[src/rtl/dma_evt_status.sv]
module dma_evt_status #(
  parameter int NCH = 16,
  parameter int AW  = 6
) (
  input  logic                    clk,
  input  logic                    rst_n,
  input  logic                    bus_wr,
  input  logic [AW-1:0]           bus_addr,
  input  logic [2*NCH-1:0]        bus_wdata,
  output logic [2*NCH-1:0]        bus_rdata,
  input  logic [NCH-1:0]          ev_done,
  input  logic [NCH-1:0]          ev_term,
  input  logic [NCH-1:0]          ev_bus,
  output logic                    irq,
  output logic [NCH-1:0]          freeze,
  output logic [NCH-1:0]          chan_rst,
  output logic                    pend_valid,
  output logic [$clog2(2*NCH)-1:0] pend_idx
);
  localparam int DW = 2 * NCH;
  localparam int IW = $clog2(DW);
  localparam logic [AW-1:0] A_CTL = AW'(8'h00);
  localparam logic [AW-1:0] A_STA = AW'(8'h10);
  localparam logic [AW-1:0] A_STB = AW'(8'h20);
  localparam logic [AW-1:0] O_SET = AW'(8'h04);
  localparam logic [AW-1:0] O_CLR = AW'(8'h08);

  typedef enum logic [1:0] {OP_NONE, OP_WR, OP_SET, OP_CLR} op_e;

  logic [DW-1:0] ctl_q, sta_q, stb_q;
  op_e op_ctl, op_sta, op_stb;

  function automatic op_e dec(input logic wr, input logic [AW-1:0] a, input logic [AW-1:0] base);
    if (!wr)              return OP_NONE;
    if (a == base)        return OP_WR;
    if (a == base + O_SET) return OP_SET;
    if (a == base + O_CLR) return OP_CLR;
    return OP_NONE;
  endfunction

  function automatic logic [DW-1:0] upd(input logic [DW-1:0] cur, input op_e op, input logic [DW-1:0] wd);
    case (op)
      OP_WR:   return wd;
      OP_SET:  return cur | wd;
      OP_CLR:  return cur & ~wd;
      default: return cur;
    endcase
  endfunction

  assign op_ctl = dec(bus_wr, bus_addr, A_CTL);
  assign op_sta = dec(bus_wr, bus_addr, A_STA);
  assign op_stb = dec(bus_wr, bus_addr, A_STB);

  wire [NCH-1:0] rst_q  = ctl_q[DW-1:NCH];
  wire [NCH-1:0] frz_q  = ctl_q[NCH-1:0];
  wire [NCH-1:0] done_q = sta_q[NCH-1:0];
  wire [NCH-1:0] ien_q  = sta_q[DW-1:NCH];
  wire [NCH-1:0] terr_q = stb_q[NCH-1:0];
  wire [NCH-1:0] qual_q = stb_q[DW-1:NCH];

  wire [DW-1:0] ctl_base = {{NCH{1'b0}}, frz_q & ~rst_q};

  always_ff @(posedge clk) begin
    if (!rst_n) begin
      ctl_q <= '0;
      sta_q <= '0;
      stb_q <= '0;
    end else begin
      ctl_q <= upd(ctl_base, op_ctl, bus_wdata);
      sta_q <= upd(sta_q, op_sta, bus_wdata) | {{NCH{1'b0}}, ev_done};
      stb_q <= upd(stb_q, op_stb, bus_wdata) | {ev_bus, ev_term | ev_bus};
    end
  end

  always_comb begin
    case (bus_addr)
      A_CTL, A_CTL + O_SET, A_CTL + O_CLR: bus_rdata = ctl_q;
      A_STA, A_STA + O_SET, A_STA + O_CLR: bus_rdata = sta_q;
      A_STB, A_STB + O_SET, A_STB + O_CLR: bus_rdata = stb_q;
      default:                             bus_rdata = '0;
    endcase
  end

  wire [NCH-1:0] err_eff = (qual_q & terr_q) | (~qual_q & terr_q & ~done_q);
  wire [DW-1:0]  pvec    = {err_eff, done_q};

  assign irq      = (|(done_q & ien_q)) | (|err_eff);
  assign freeze   = frz_q;
  assign chan_rst = rst_q;
  assign pend_valid = |pvec;

  always_comb begin
    pend_idx = '0;
    for (int i = 0; i < DW; i++)
      if (pvec[i]) pend_idx = IW'(i);
  end

  p_pend_top_r8: assert property (@(posedge clk) disable iff (!rst_n)
    pend_valid |-> ((pvec >> pend_idx) == DW'(1)));

  p_err_irq_r7: assert property (@(posedge clk) disable iff (!rst_n)
    (pend_valid && (pend_idx >= IW'(NCH))) |-> irq);

  p_evt_lands_r4: assert property (@(posedge clk) disable iff (!rst_n)
    (|ev_done) |=> ((done_q & $past(ev_done)) == $past(ev_done)));

  p_clr_alias_r3: assert property (@(posedge clk) disable iff (!rst_n)
    (op_sta == OP_CLR && ev_done == '0) |=> ((done_q & $past(bus_wdata[NCH-1:0])) == '0));

  p_rst_oneshot_r9: assert property (@(posedge clk) disable iff (!rst_n)
    ((|chan_rst) && !bus_wr) |=> (chan_rst == '0 && (freeze & $past(chan_rst)) == '0));
endmodule

[config.mk]
export PLATFORM = sky130hd
export DESIGN_NAME = dma_evt_status
export DESIGN_NICKNAME = d
export VERILOG_FILES = /design/src/rtl/dma_evt_status.sv
export SDC_FILE = /design/constraint.sdc
export NUM_CORES = 1
export LEC_CHECK = 0
export CAP_MARGIN = 10
export CORE_MARGIN = 5
export CORE_UTILIZATION = 25
export CTS_BUF_LIST = sky130_fd_sc_hd__clkbuf_8 sky130_fd_sc_hd__clkbuf_16
export CTS_CLUSTER_DIAMETER = 30
export DETAILED_ROUTE_END_ITERATION = 8
export PLACE_DENSITY = 0.45
export SYNTH_ARGS = -nofsm -noshare
export SYNTH_HDL_FRONTEND = slang
export SYNTH_SLANG_ARGS = --single-unit
[constraint.sdc]
create_clock -name clk -period 3.5 [get_ports clk]
set_input_delay 0.525 -clock clk [delete_from_list [all_inputs] [get_ports clk]]
set_output_delay 0.525 -clock clk [all_outputs]
set_load 0.01 [all_outputs]
## Yosys cells after proc, flatten, opt, wreduce, memory -nomap -nowiden

Cells that the tools add are included.
W data, S select, Z words.

- Bits of input ports: 89
- RAM bits: 0
- Output and inout port bits: 71
- Register bits: 96
- Bits in read-only memories: 0
- Logic and storage cells: 133
- Memories kept: 0
- Latch bits: 0

- Shift operators: 0
- Multiply operators: 0
- Bitwise gates (word level): 20
- Mux-type cells: 86
- Reduce and logical (&&, ||, !) cells: 7
- Order comparisons: 0
- Equal/unequal tests: 17
- Divide/modulo/power cells: 0
- $add $sub $neg: 0

Operator list:

| cell | count |
|---|---|
| $pmux W32 S3 | 4 |
| $mux W5 | 30 |
| $or A32 B32 Y32 | 3 |
| $and A16 B16 Y16 | 5 |
| $and A32 B32 Y32 | 2 |
| $mux W32 | 2 |
| $not A16 Y16 | 3 |
| $mux W2 | 22 |
| $and A16 B32 Y32 | 1 |
| $not A32 Y32 | 1 |
| $or A16 B16 Y16 | 2 |
| $or A16 B32 Y32 | 1 |
| $or A32 B16 Y32 | 1 |
| $reduce_or A16 Y1 | 2 |
| $reduce_or A32 Y1 | 1 |
| $mux W1 | 28 |
| $eq A6 B5 Y1 const B | 3 |
| $eq A6 B6 Y1 const B | 3 |
| $eq A2 B2 Y1 const B | 6 |
| $reduce_or A3 Y1 | 3 |
| $eq A2 B1 Y1 const B | 3 |
| $eq A6 B3 Y1 const B | 1 |
| $eq A6 B4 Y1 const B | 1 |
| $logic_not A6 Y1 | 1 |
| $or A1 B1 Y1 | 1 |

## Depth between registers and ports, before layout

Gate-level depths: netlist of run 1.

- Depth in word-level cells: 31
- Gate-level depth with buffers: 8
- Mapped depth without buffers: 6

## Least setup slack after synthesis of run 1

No wires, ideal clock.

- Kind: input to output
- From: input bus_addr[5]
- To: output bus_rdata[10]
- Required time: 2,975 ps
- Setup slack: 1,465 ps
- Data arrival time: 1,510 ps
- Cell stages on the path: 6
- Path buffers: 2
- Cell sequence: buf_4 -> inv_2 -> nor2_1 -> clkbuf_1 -> a21oi_1 -> nor2_1

- Cells in the longest elaborated chain, start to end: 3
- Elaborated cells on any way between the ends: 13
- Those cells by class: eq/ne (8); mux (1); reduce/logical (4)

Ends and longest elaborated chain:

| element | line | source |
|---|---|---|
| start: declaration | 8 | `input logic [AW-1:0] bus_addr,` |
| $eq A6 B6 Y1 (tied with other cells) | 76 | `case (bus_addr)` |
| $reduce_or A3 Y1 | 76 |  |
| $pmux W32 S3 * | 76 |  |
| end: declaration | 10 | `output logic [2*NCH-1:0] bus_rdata,` |

Mark *: on every way between the ends. The rest lies on a longest branch, timed or not.

## Worst setup path in the final report of run 1

- From: register sta_q[3]
- To: output pend_idx[1]

- Cells in the longest elaborated chain, start to end: 29
- Elaborated cells on any way between the ends: 32
- Those cells by class: mux (29); bitwise (3)

Ends and longest elaborated chain:

| element | line | source |
|---|---|---|
| start: declaration | 30 | `logic [DW-1:0] ctl_q, sta_q, stb_q;` |
| start signal: assignment | 70 | `sta_q <= upd(sta_q, op_sta, bus_wdata) \| {{NCH{1'b0}}, ev_done};` |
| $mux W5 (16 in a row) | 95 | `if (pvec[i]) pend_idx = IW'(i);` |
| $mux W5 * (13 in a row) | 95 |  |
| end: declaration | 18 | `output logic [$clog2(2*NCH)-1:0] pend_idx` |

Marks and branches as above.

==> flow_summary.yaml, run 1 <==
routing:
  drt-initial-drc-count: 278
  firstDrtPassIters: 5
  post-route-drc-count: 0
  via_per_inst: 5.061
  wl_per_cell_um: 20.95
  vias: 5754
  ant_nets: 0
  routed_wl_um: 23820
cells_and_area:
  num-nets-final: 936
  antenna_cells: 0
  drive_gt1_frac: 0.07864
  seqCellArea_um2: 1922
  stdcell_count: 1137
  synthToLayoutAreaGrowth_pct: 37.55
  multi_input_area_um2: 3348
  fillCellCount: 2403
clock_network:
  postCtsHoldBufs: 0
  tritoncts: "built"
  clkSinkCount: 96
  cts_buffers: 9
  h-tree-depth: 3
  post_cts_buffers: 0
  insertion_delay_ps: 350
  cts.clk_slew.worst_paths_ps: 70
  clockBufferDepth: 2
  root_buffer: "clkbuf_16"
synth:
  ys.flop_type: "dfxtp_1"
  synth_seq_cells: 96
  yosys.area.top_type: "dfxtp_1"
  synth_fp_nets: 797
  synth_top_cell_area_share: 0.3400
  ys_async_sr_fraction: 0
  yosysSeqAreaShare: 0.3400
  synth_warnings: 0
  avgSynthCellArea_um2: 7.983
  synth_area_um2: 5652
  synth_commonest_cells: "dfxtp_1 (96), nor2_1 (86), o21ai_0 (73)"
  synth-edff-count: 0
  synthCells: 708
  synth.most_common_cell: "dfxtp_1"
  yosysUniqueCellTypes: 53
  synth.area.top_cells: "dfxtp_1 (34%), nor2b_1 (7.2%), o21ai_0 (6.5%)"
floorplanning:
  num_rows: 55
  core_um2: 22430
  die_area_um2: 25710
  die_x_um: 160.4
  start_util: 0.2519
  ioPinCount: 160
  die_h_um: 160.4
worst_setup_path:
  critPathMaxFanout: 5
  reg2reg_depth: 2
  cp-start-kind: "flop"
  reg2reg_from: "sta_q[8]"
  cp.arrival_ps: 2700
  end_kind: "output port"
  required_ps: 2970
  r2r-end: "sta_q[8]"
  critPathKind: "flop to output port"
  reg2reg_slack_ps: 2630
  startpoint: "sta_q[3]"
placed_design:
  port_buffers: 159
  hpwl_um: 16900
  routabilityCongestion: 0.7876
  dp_cells: 1121
sta:
  min_period_over_period: 0.9215
  finalSetupTns_ps: 0
  tightestPinTransition_ps: 985.8
  final_max_slew_viol_count: 0
  period_minus_slack_ps: 3225
  slew_headroom: 0.3428
  hold_viol_final: 0
  max_freq_ghz: 0.3100
  rsz0062_at_grt: "no"
  fin_skew_ps: 6.983
  setup_viol: 0
power_and_ir_drop:
  p_per_area_nw_per_um2: 347.3
  peakVddDrop_uv: 181.8
  cellLeakagePower_uw: 0.002743
grt:
  antenna_found_initial: 0
  grt_pass1_vias: 5707
  grt-ovfl-total: 0
  grt.total_usage: 0.1801
  grt_pass1_wl_um: 36160
  grt_start_max_net_pins: 97
flow_run:
  max_cap_viol_count: 0
run_status:
  outcome: "finished clean"
worst_hold_path:
  worstHoldPathType: "flop to flop"
  min_from: "sta_q[25]"
  min_delay_path_depth: 2
  whs_endpoint: "sta_q[25]"
timing repair:
action                                  in CTS  in global routing
gates resized for setup                      0                  1
hold endpoints to repair                     0                  0
endpoints found under the setup margin       0                  1
logic make-up (layout without fill, tap and decap cells):
family                 Yosys count  count (layout)  synth area share
buffers and inverters           81             225           0.07062
DFF                             96              96            0.3400
and+or+nand+nor                235             235            0.2187
muxes                           32              32           0.05668
AOI/OAI and AO/OA              264             264            0.3139
sequential cells by signal, indices dropped and copies added (netlist names):
| register | cells |
|---|---|
| stb_q | 32 |
| sta_q | 32 |
| ctl_q | 32 |
placed cells by master (no fill, tap or decap), drive strengths merged, types with 28 or more instances in the layout:
| cell type | Yosys | layout |
|---|---|---|
| clkdlybuf4s50 | 0 | 157 |
| mux2i | 32 | 32 |
| nor2 | 89 | 89 |
| nor2b | 65 | 65 |
| dfxtp | 96 | 96 |
| nand2 | 28 | 28 |
| o21ai | 94 | 94 |
| a21oi | 52 | 52 |
| inv | 30 | 32 |
| a21boi | 48 | 48 |
power by group:
part           leakage [uW]  internal (uW)  switching (uW)  total (uW)
sequential         0.000790           1140            55.5        1190
combinational       0.00181            232             243         475
clock              0.000147            571             463        1030
total               0.00274           1940             761        2700
final cells by class:
cell class	instances	area share
clock buffer	10	0.03074
clock inverter	6	0.007887
timing repair buffer	179	0.2231
sequential	96	0.2472
tap	285	0.04587
multi-input combinational	531	0.4307
inverter	30	0.01449
routing by layer:
layer,wire length [um],GRT usage
met4,298,0.03598
met1,11260,0.2516
met3,1071,0.03156
met2,11190,0.2936
met5,0,0
per-stage QoR:
step	setup slack (ps)	hold WS, ps	power (uW)	util	area (um2)
after floorplan	1465	460.5	1423	-	5652
after global placement	596.9	485.6	1693	0.3329	7468
after detailed placement	543.7	486.4	1691	0.3329	7468
after CTS	161.8	499.6	2738	0.3463	7769
after global routing	76.67	515.0	2826	0.3465	7774
final	274.6	499.4	2700	0.3465	7774
critical path: stages, from the launching register on:
cell and delay [ps]:
dfxtp_1 430, nor2_1 100, o311ai_0 350, a311o_1 260
a31oi_1 90, o311ai_0 390, buf_4 200, clkdlybuf4s50_1 540
worst max path at each step:
stage                     slack [ps]            end  cells past startpoint
after floorplan                 1470  bus_rdata[10]                      6
after global placement           600      stb_q[21]                      5
after detailed placement         540      stb_q[20]                      5
after CTS                        160    pend_idx[1]                      8
after global routing              80    pend_idx[1]                      7
final                            270    pend_idx[1]                      7
Power figures use the tool's default switching activity.
==> run 2, diff against run 1 <==
--- a/config.mk
+++ b/config.mk
@@ -8,9 +8,9 @@
 export CAP_MARGIN = 10
 export CORE_MARGIN = 5
-export CORE_UTILIZATION = 25
+export CORE_UTILIZATION = 52
 export CTS_BUF_LIST = sky130_fd_sc_hd__clkbuf_8 sky130_fd_sc_hd__clkbuf_16
 export CTS_CLUSTER_DIAMETER = 30
 export DETAILED_ROUTE_END_ITERATION = 8
-export PLACE_DENSITY = 0.45
+export PLACE_DENSITY = 0.84
 export SYNTH_ARGS = -nofsm -noshare
 export SYNTH_HDL_FRONTEND = slang
==> constraint.sdc (replaced) <==
create_clock -name clk -period 3.5 [get_ports clk]
set_input_delay 0.7 -clock clk [delete_from_list [all_inputs] [get_ports clk]]
set_output_delay 0.7 -clock clk [all_outputs]
set_load 0.01 [all_outputs]
==> flow_summary.yaml, run 2 (same netlist as run 1, synthesis figures left out) <==
run_status:
  outcome: "finished clean"
grt:
  grt_pass1_vias: 6379
  antenna_found_initial: 0
  grt_pass1_wl_um: 31720
  grt.total_usage: 0.3012
  grt-ovfl-total: 0
  grt_start_max_net_pins: 97
placed_design:
  routabilityCongestion: 0.8748
  port_buffers: 159
  dp_cells: 972
  hpwl_um: 13890
floorplanning:
  core_um2: 10750
  die_x_um: 114.3
  start_util: 0.5260
  die_area_um2: 13050
  die_h_um: 114.3
  ioPinCount: 160
  num_rows: 38
routing:
  via_per_inst: 6.169
  drt-initial-drc-count: 603
  wl_per_cell_um: 20.15
  post-route-drc-count: 0
  routed_wl_um: 19910
  firstDrtPassIters: 5
  ant_nets: 0
  vias: 6095
clock_network:
  h-tree-depth: 3
  clockBufferDepth: 2
  cts_buffers: 9
  tritoncts: "built"
  postCtsHoldBufs: 0
  cts.clk_slew.worst_paths_ps: 90
  insertion_delay_ps: 360
  root_buffer: "clkbuf_8"
  clkSinkCount: 96
power_and_ir_drop:
  netSwitchingFraction: 0.2836
  pwr-share-comb: 0.192
  p_per_area_nw_per_um2: 319.6
  power_switching_uw: 677.0
  clkPwrFrac: 0.310
  cellLeakagePower_uw: 0.002696
  peakVddDrop_uv: 177.1
  seqPwrFrac: 0.498
  intPower_uw: 1710
worst_setup_path:
  required_ps: 2800
  crit_end: "pend_idx[3]"
  cp.arrival_ps: 2660
  critPathMaxFanout: 6
  cp_num_cells: 6
  startpoint: "sta_q[4]"
  end_kind: "output port"
  r2r-end: "sta_q[13]"
  cpPeakStageDelay_ps: 580
  critPathKind: "flop to output port"
  reg2reg_depth: 2
  path_buf_inv: 2
  worstPathCellList: "inv_1 > o21ai_0 > nand2_1 > or3_1 > o21bai_1 > clkdlybuf4s50_1"
  reg2reg_slack_ps: 2580
  slowest_stage: "clkdlybuf4s50_1"
  reg2reg_from: "sta_q[13]"
  path_delay_family: "buffers and inverters"
  cp-start-kind: "flop"
sta:
  max_freq_ghz: 0.2977
  final_max_slew_viol_count: 0
  hold_viol_final: 0
  setup_viol: 0
  finalSetupTns_ps: 0
  fin_skew_ps: 3.806
  min_period_over_period: 0.9598
  slew_headroom: 0.4569
  tightestPinTransition_ps: 814.7
  period_minus_slack_ps: 3359
  rsz0062_at_grt: "no"
cells_and_area:
  fillCellCount: 902
  multi_input_area_um2: 3342
  final_common_cell: "clkdlybuf4s50_1"
  antenna_cells: 0
  reg.largest.list: "ctl_q x32, sta_q x32, stb_q x32"
  num-nets-final: 932
  drive_gt1_frac: 0.07193
  layout_common_cells: "clkdlybuf4s50_1 (157), dfxtp_1 (96), nor2_1 (85)"
  synthToLayoutAreaGrowth_pct: 32.19
  seqCellArea_um2: 1922
  stdcell_count: 988
flow_run:
  max_cap_viol_count: 0
worst_hold_path:
  worstHoldPathType: "flop to flop"
  min_from: "sta_q[25]"
## run 2: cell types whose count changed in the layout (fill, tap and decap cells not counted), sizes merged
cell      previous run  this run
inv                 32        33
clkinvlp             2         0
buf                 22        18
clkinv               1         2
## run 2: final cells by class
class                           count  share of cell area
Clock buffer                       10             0.01842
Timing Repair Buffer              175              0.2304
Multi-Input combinational cell    531              0.4473
Clock inverter                      6            0.008039
Tap cell                          140             0.02345
Inverter                           30             0.01507
Sequential cell                    96              0.2572
## run 2: stage by stage
step                power (uW)  worst slack, ps    util  hold WS [ps]  cell area (um2)
floorplan                 1423             1115       -         460.5             5652
finish                    2387            140.7  0.6953         500.3             7471
CTS                       2381            62.30  0.6953         500.2             7471
global placement          1648            362.0  0.6755         471.1             7258
global route              2484            21.57  0.6953         523.4             7471
detailed placement        1661            319.1  0.6769         488.5             7273
## run 2: worst min-delay path, stage by stage (launching register included)
cell,delay [ps]
dfxtp_1,330
o21ai_0,70
a21boi_1,60
## run 2: per-layer routing
metal	track usage	vias to the layer above	wire (um)
li1	-	2805	-
met1	0.3735	2917	8165
met2	0.5187	326	9682
met3	0.04863	47	1573
met4	0.1243	0	486
met5	0	-	0
## run 2: worst min path at each step
stage	endpoint	slack, ps	cells after the start
detailed placement	stb_q[10]	490	2
CTS	stb_q[10]	500	2
finish	sta_q[25]	500	2
global placement	sta_q[25]	470	2
floorplan	sta_q[25]	460	2
global route	stb_q[10]	520	2
## run 2: power groups by stage
stage               logic [uW]  clock network (uW)  registers, uW
CTS                        453                 743           1190
finish                     459                 739           1190
global route               494                 796           1190
global placement           439                   0           1210
floorplan                  231                   0           1190
detailed placement         450                   0           1210
## run 2: what timing repair did
action	CTS	global route
setup endpoints to repair	0	1
hold endpoints to repair	0	0
gates resized for setup	0	2
setup buffers	0	0
==> run 3, diff against run 2 <==
- CORE_UTILIZATION: 52 -> 49
- PLACE_DENSITY: 0.84 -> 0.8
- clock period: 3.5 -> 3.33 ns (I/O delays scaled with it)
==> flow_summary.yaml, run 3 (same netlist as run 1, synthesis figures left out) <==
run_status:
  outcome: "finished clean"
cells_and_area:
  multi_input_area_um2: 3347
  fin_area_um2: 7657
  drive_gt1_frac: 0.08206
  layout_common_cells: "clkdlybuf4s50_1 (157), dfxtp_1 (95), nor2_1 (85)"
  final_common_cell: "clkdlybuf4s50_1"
  fillCellCount: 996
  synthToLayoutAreaGrowth_pct: 35.49
  num-nets-final: 937
  reg.largest.list: "ctl_q x32, sta_q x32, stb_q x32"
  seqCellArea_um2: 1923
  stdcell_count: 996
  antenna_cells: 0
sta:
  rsz0062_at_grt: "no"
  slew_headroom: 0.4338
  max_freq_ghz: 0.3118
  tightestPinTransition_ps: 849.3
  min_period_over_period: 0.9633
  finalSetupTns_ps: 0
  hold_viol_final: 0
  fin_skew_ps: 4.389
  period_minus_slack_ps: 3208
  setup_viol: 0
  final_max_slew_viol_count: 0
  holdWs_ps: 498.0
grt:
  antenna_found_initial: 0
  grt_pass1_vias: 6134
  grt_start_max_net_pins: 62
  grt.busiest_layer: "met2"
  met3_usage: 0.04283
  grt.total_usage: 0.2797
  use_met1: 0.3474
  grt_pass1_wl_um: 31950
  grtUsageMet2: 0.4788
  grt-ovfl-total: 0
clock_network:
  cts-resized-gates: 1
  clkSinkCount: 96
  clockBufferDepth: 2
  post_cts_buffers: 0
  insertion_delay_ps: 340
  cts.clk_slew.worst_paths_ps: 70
  postCtsHoldBufs: 0
  root_buffer: "clkbuf_16"
  tritoncts: "built"
  h-tree-depth: 3
  cts_buffers: 9
routing:
  via_per_inst: 6.110
  vias: 6086
  drt-initial-drc-count: 569
  firstDrtPassIters: 5
  wl_per_cell_um: 20.31
  post-route-drc-count: 0
  ant_nets: 0
  routed_wl_um: 20230
worst_setup_path:
  cp-start-kind: "flop"
  cp.arrival_ps: 2540
  critPathKind: "flop to output port"
  critPathMaxFanout: 5
  end_kind: "output port"
  required_ps: 2660
floorplanning:
  ioPinCount: 160
  die_h_um: 117.4
  die_x_um: 117.4
  start_util: 0.4971
  core_um2: 11370
  num_rows: 39
  die_area_um2: 13780
power_and_ir_drop:
  peakVddDrop_uv: 254.0
  cellLeakagePower_uw: 0.002778
  p_per_area_nw_per_um2: 377.4
  p_total_uw: 2890
placed_design:
  port_buffers: 159
  hpwl_um: 13980
  routabilityCongestion: 0.9568
  dp_cells: 980
  placed_cell_area_um2: 7320
flow_run:
  max_cap_viol_count: 0
worst_hold_path:
  worstHoldPathType: "flop to flop"
-- run 3: cell types whose count changed in the layout (fill, tap and decap cells not counted), moves of 2 or more --
| cell | before | now |
|---|---|---|
| buf_4 | 14 | 19 |
| o21ai_1 | 12 | 16 |
| inv_1 | 31 | 29 |
| clkbuf_8 | 10 | 2 |
| o21ai_0 | 72 | 68 |
| clkbuf_16 | 0 | 9 |
-- run 3: layout make-up --
cell class                 instances  area share
clock inverter                     5     0.01029
sequential                        96      0.2511
timing repair buffer             180      0.2304
inverter                          30     0.01471
multi-input combinational        531      0.4371
tap                              143     0.02337
clock buffer                      11     0.03301
-- run 3: path summary, 6_finish.rpt --
check,from,end,slack [ps],depth (start not counted)
setup / recovery,sta_q[3],pend_idx[1],120,6
hold / removal,stb_q[2],stb_q[2],500,2
setup reg to reg,sta_q[13],sta_q[13],2440,2
hold reg to reg,stb_q[2],stb_q[2],500,2
-- run 3: report_power, final --
| part | internal (uW) | leakage, uW | switching [uW] | total, uW |
|---|---|---|---|---|
| combinational | 243 | 0.00182 | 249 | 492 |
| clock | 698 | 0.000165 | 451 | 1150 |
| sequential | 1190 | 0.000790 | 53.9 | 1250 |
-- run 3: critical path: stages (launching register included) --
cell and delay (ps):
dfxtp_1 410, nor2_1 90, o311ai_0 350, a311o_1 240
a31oi_1 90, o311ai_1 390, clkdlybuf4s50_1 620
-- run 3: layer usage --
metal,vias to the layer above,wire length (um)
met5,-,0
met2,307,9913
met1,2907,8096
li1,2819,-
met4,0,627
met3,53,1593
-- run 3: per-stage QoR --
step / util / setup slack, ps
2_1_floorplan: - / 1013
3_3_place_gp: 0.6438 / 244.8
3_5_place_dp: 0.6438 / 237.9
4_1_cts: 0.6729 / 6.154
5_1_grt: 0.6735 / 22.05
6_report: 0.6735 / 122.3
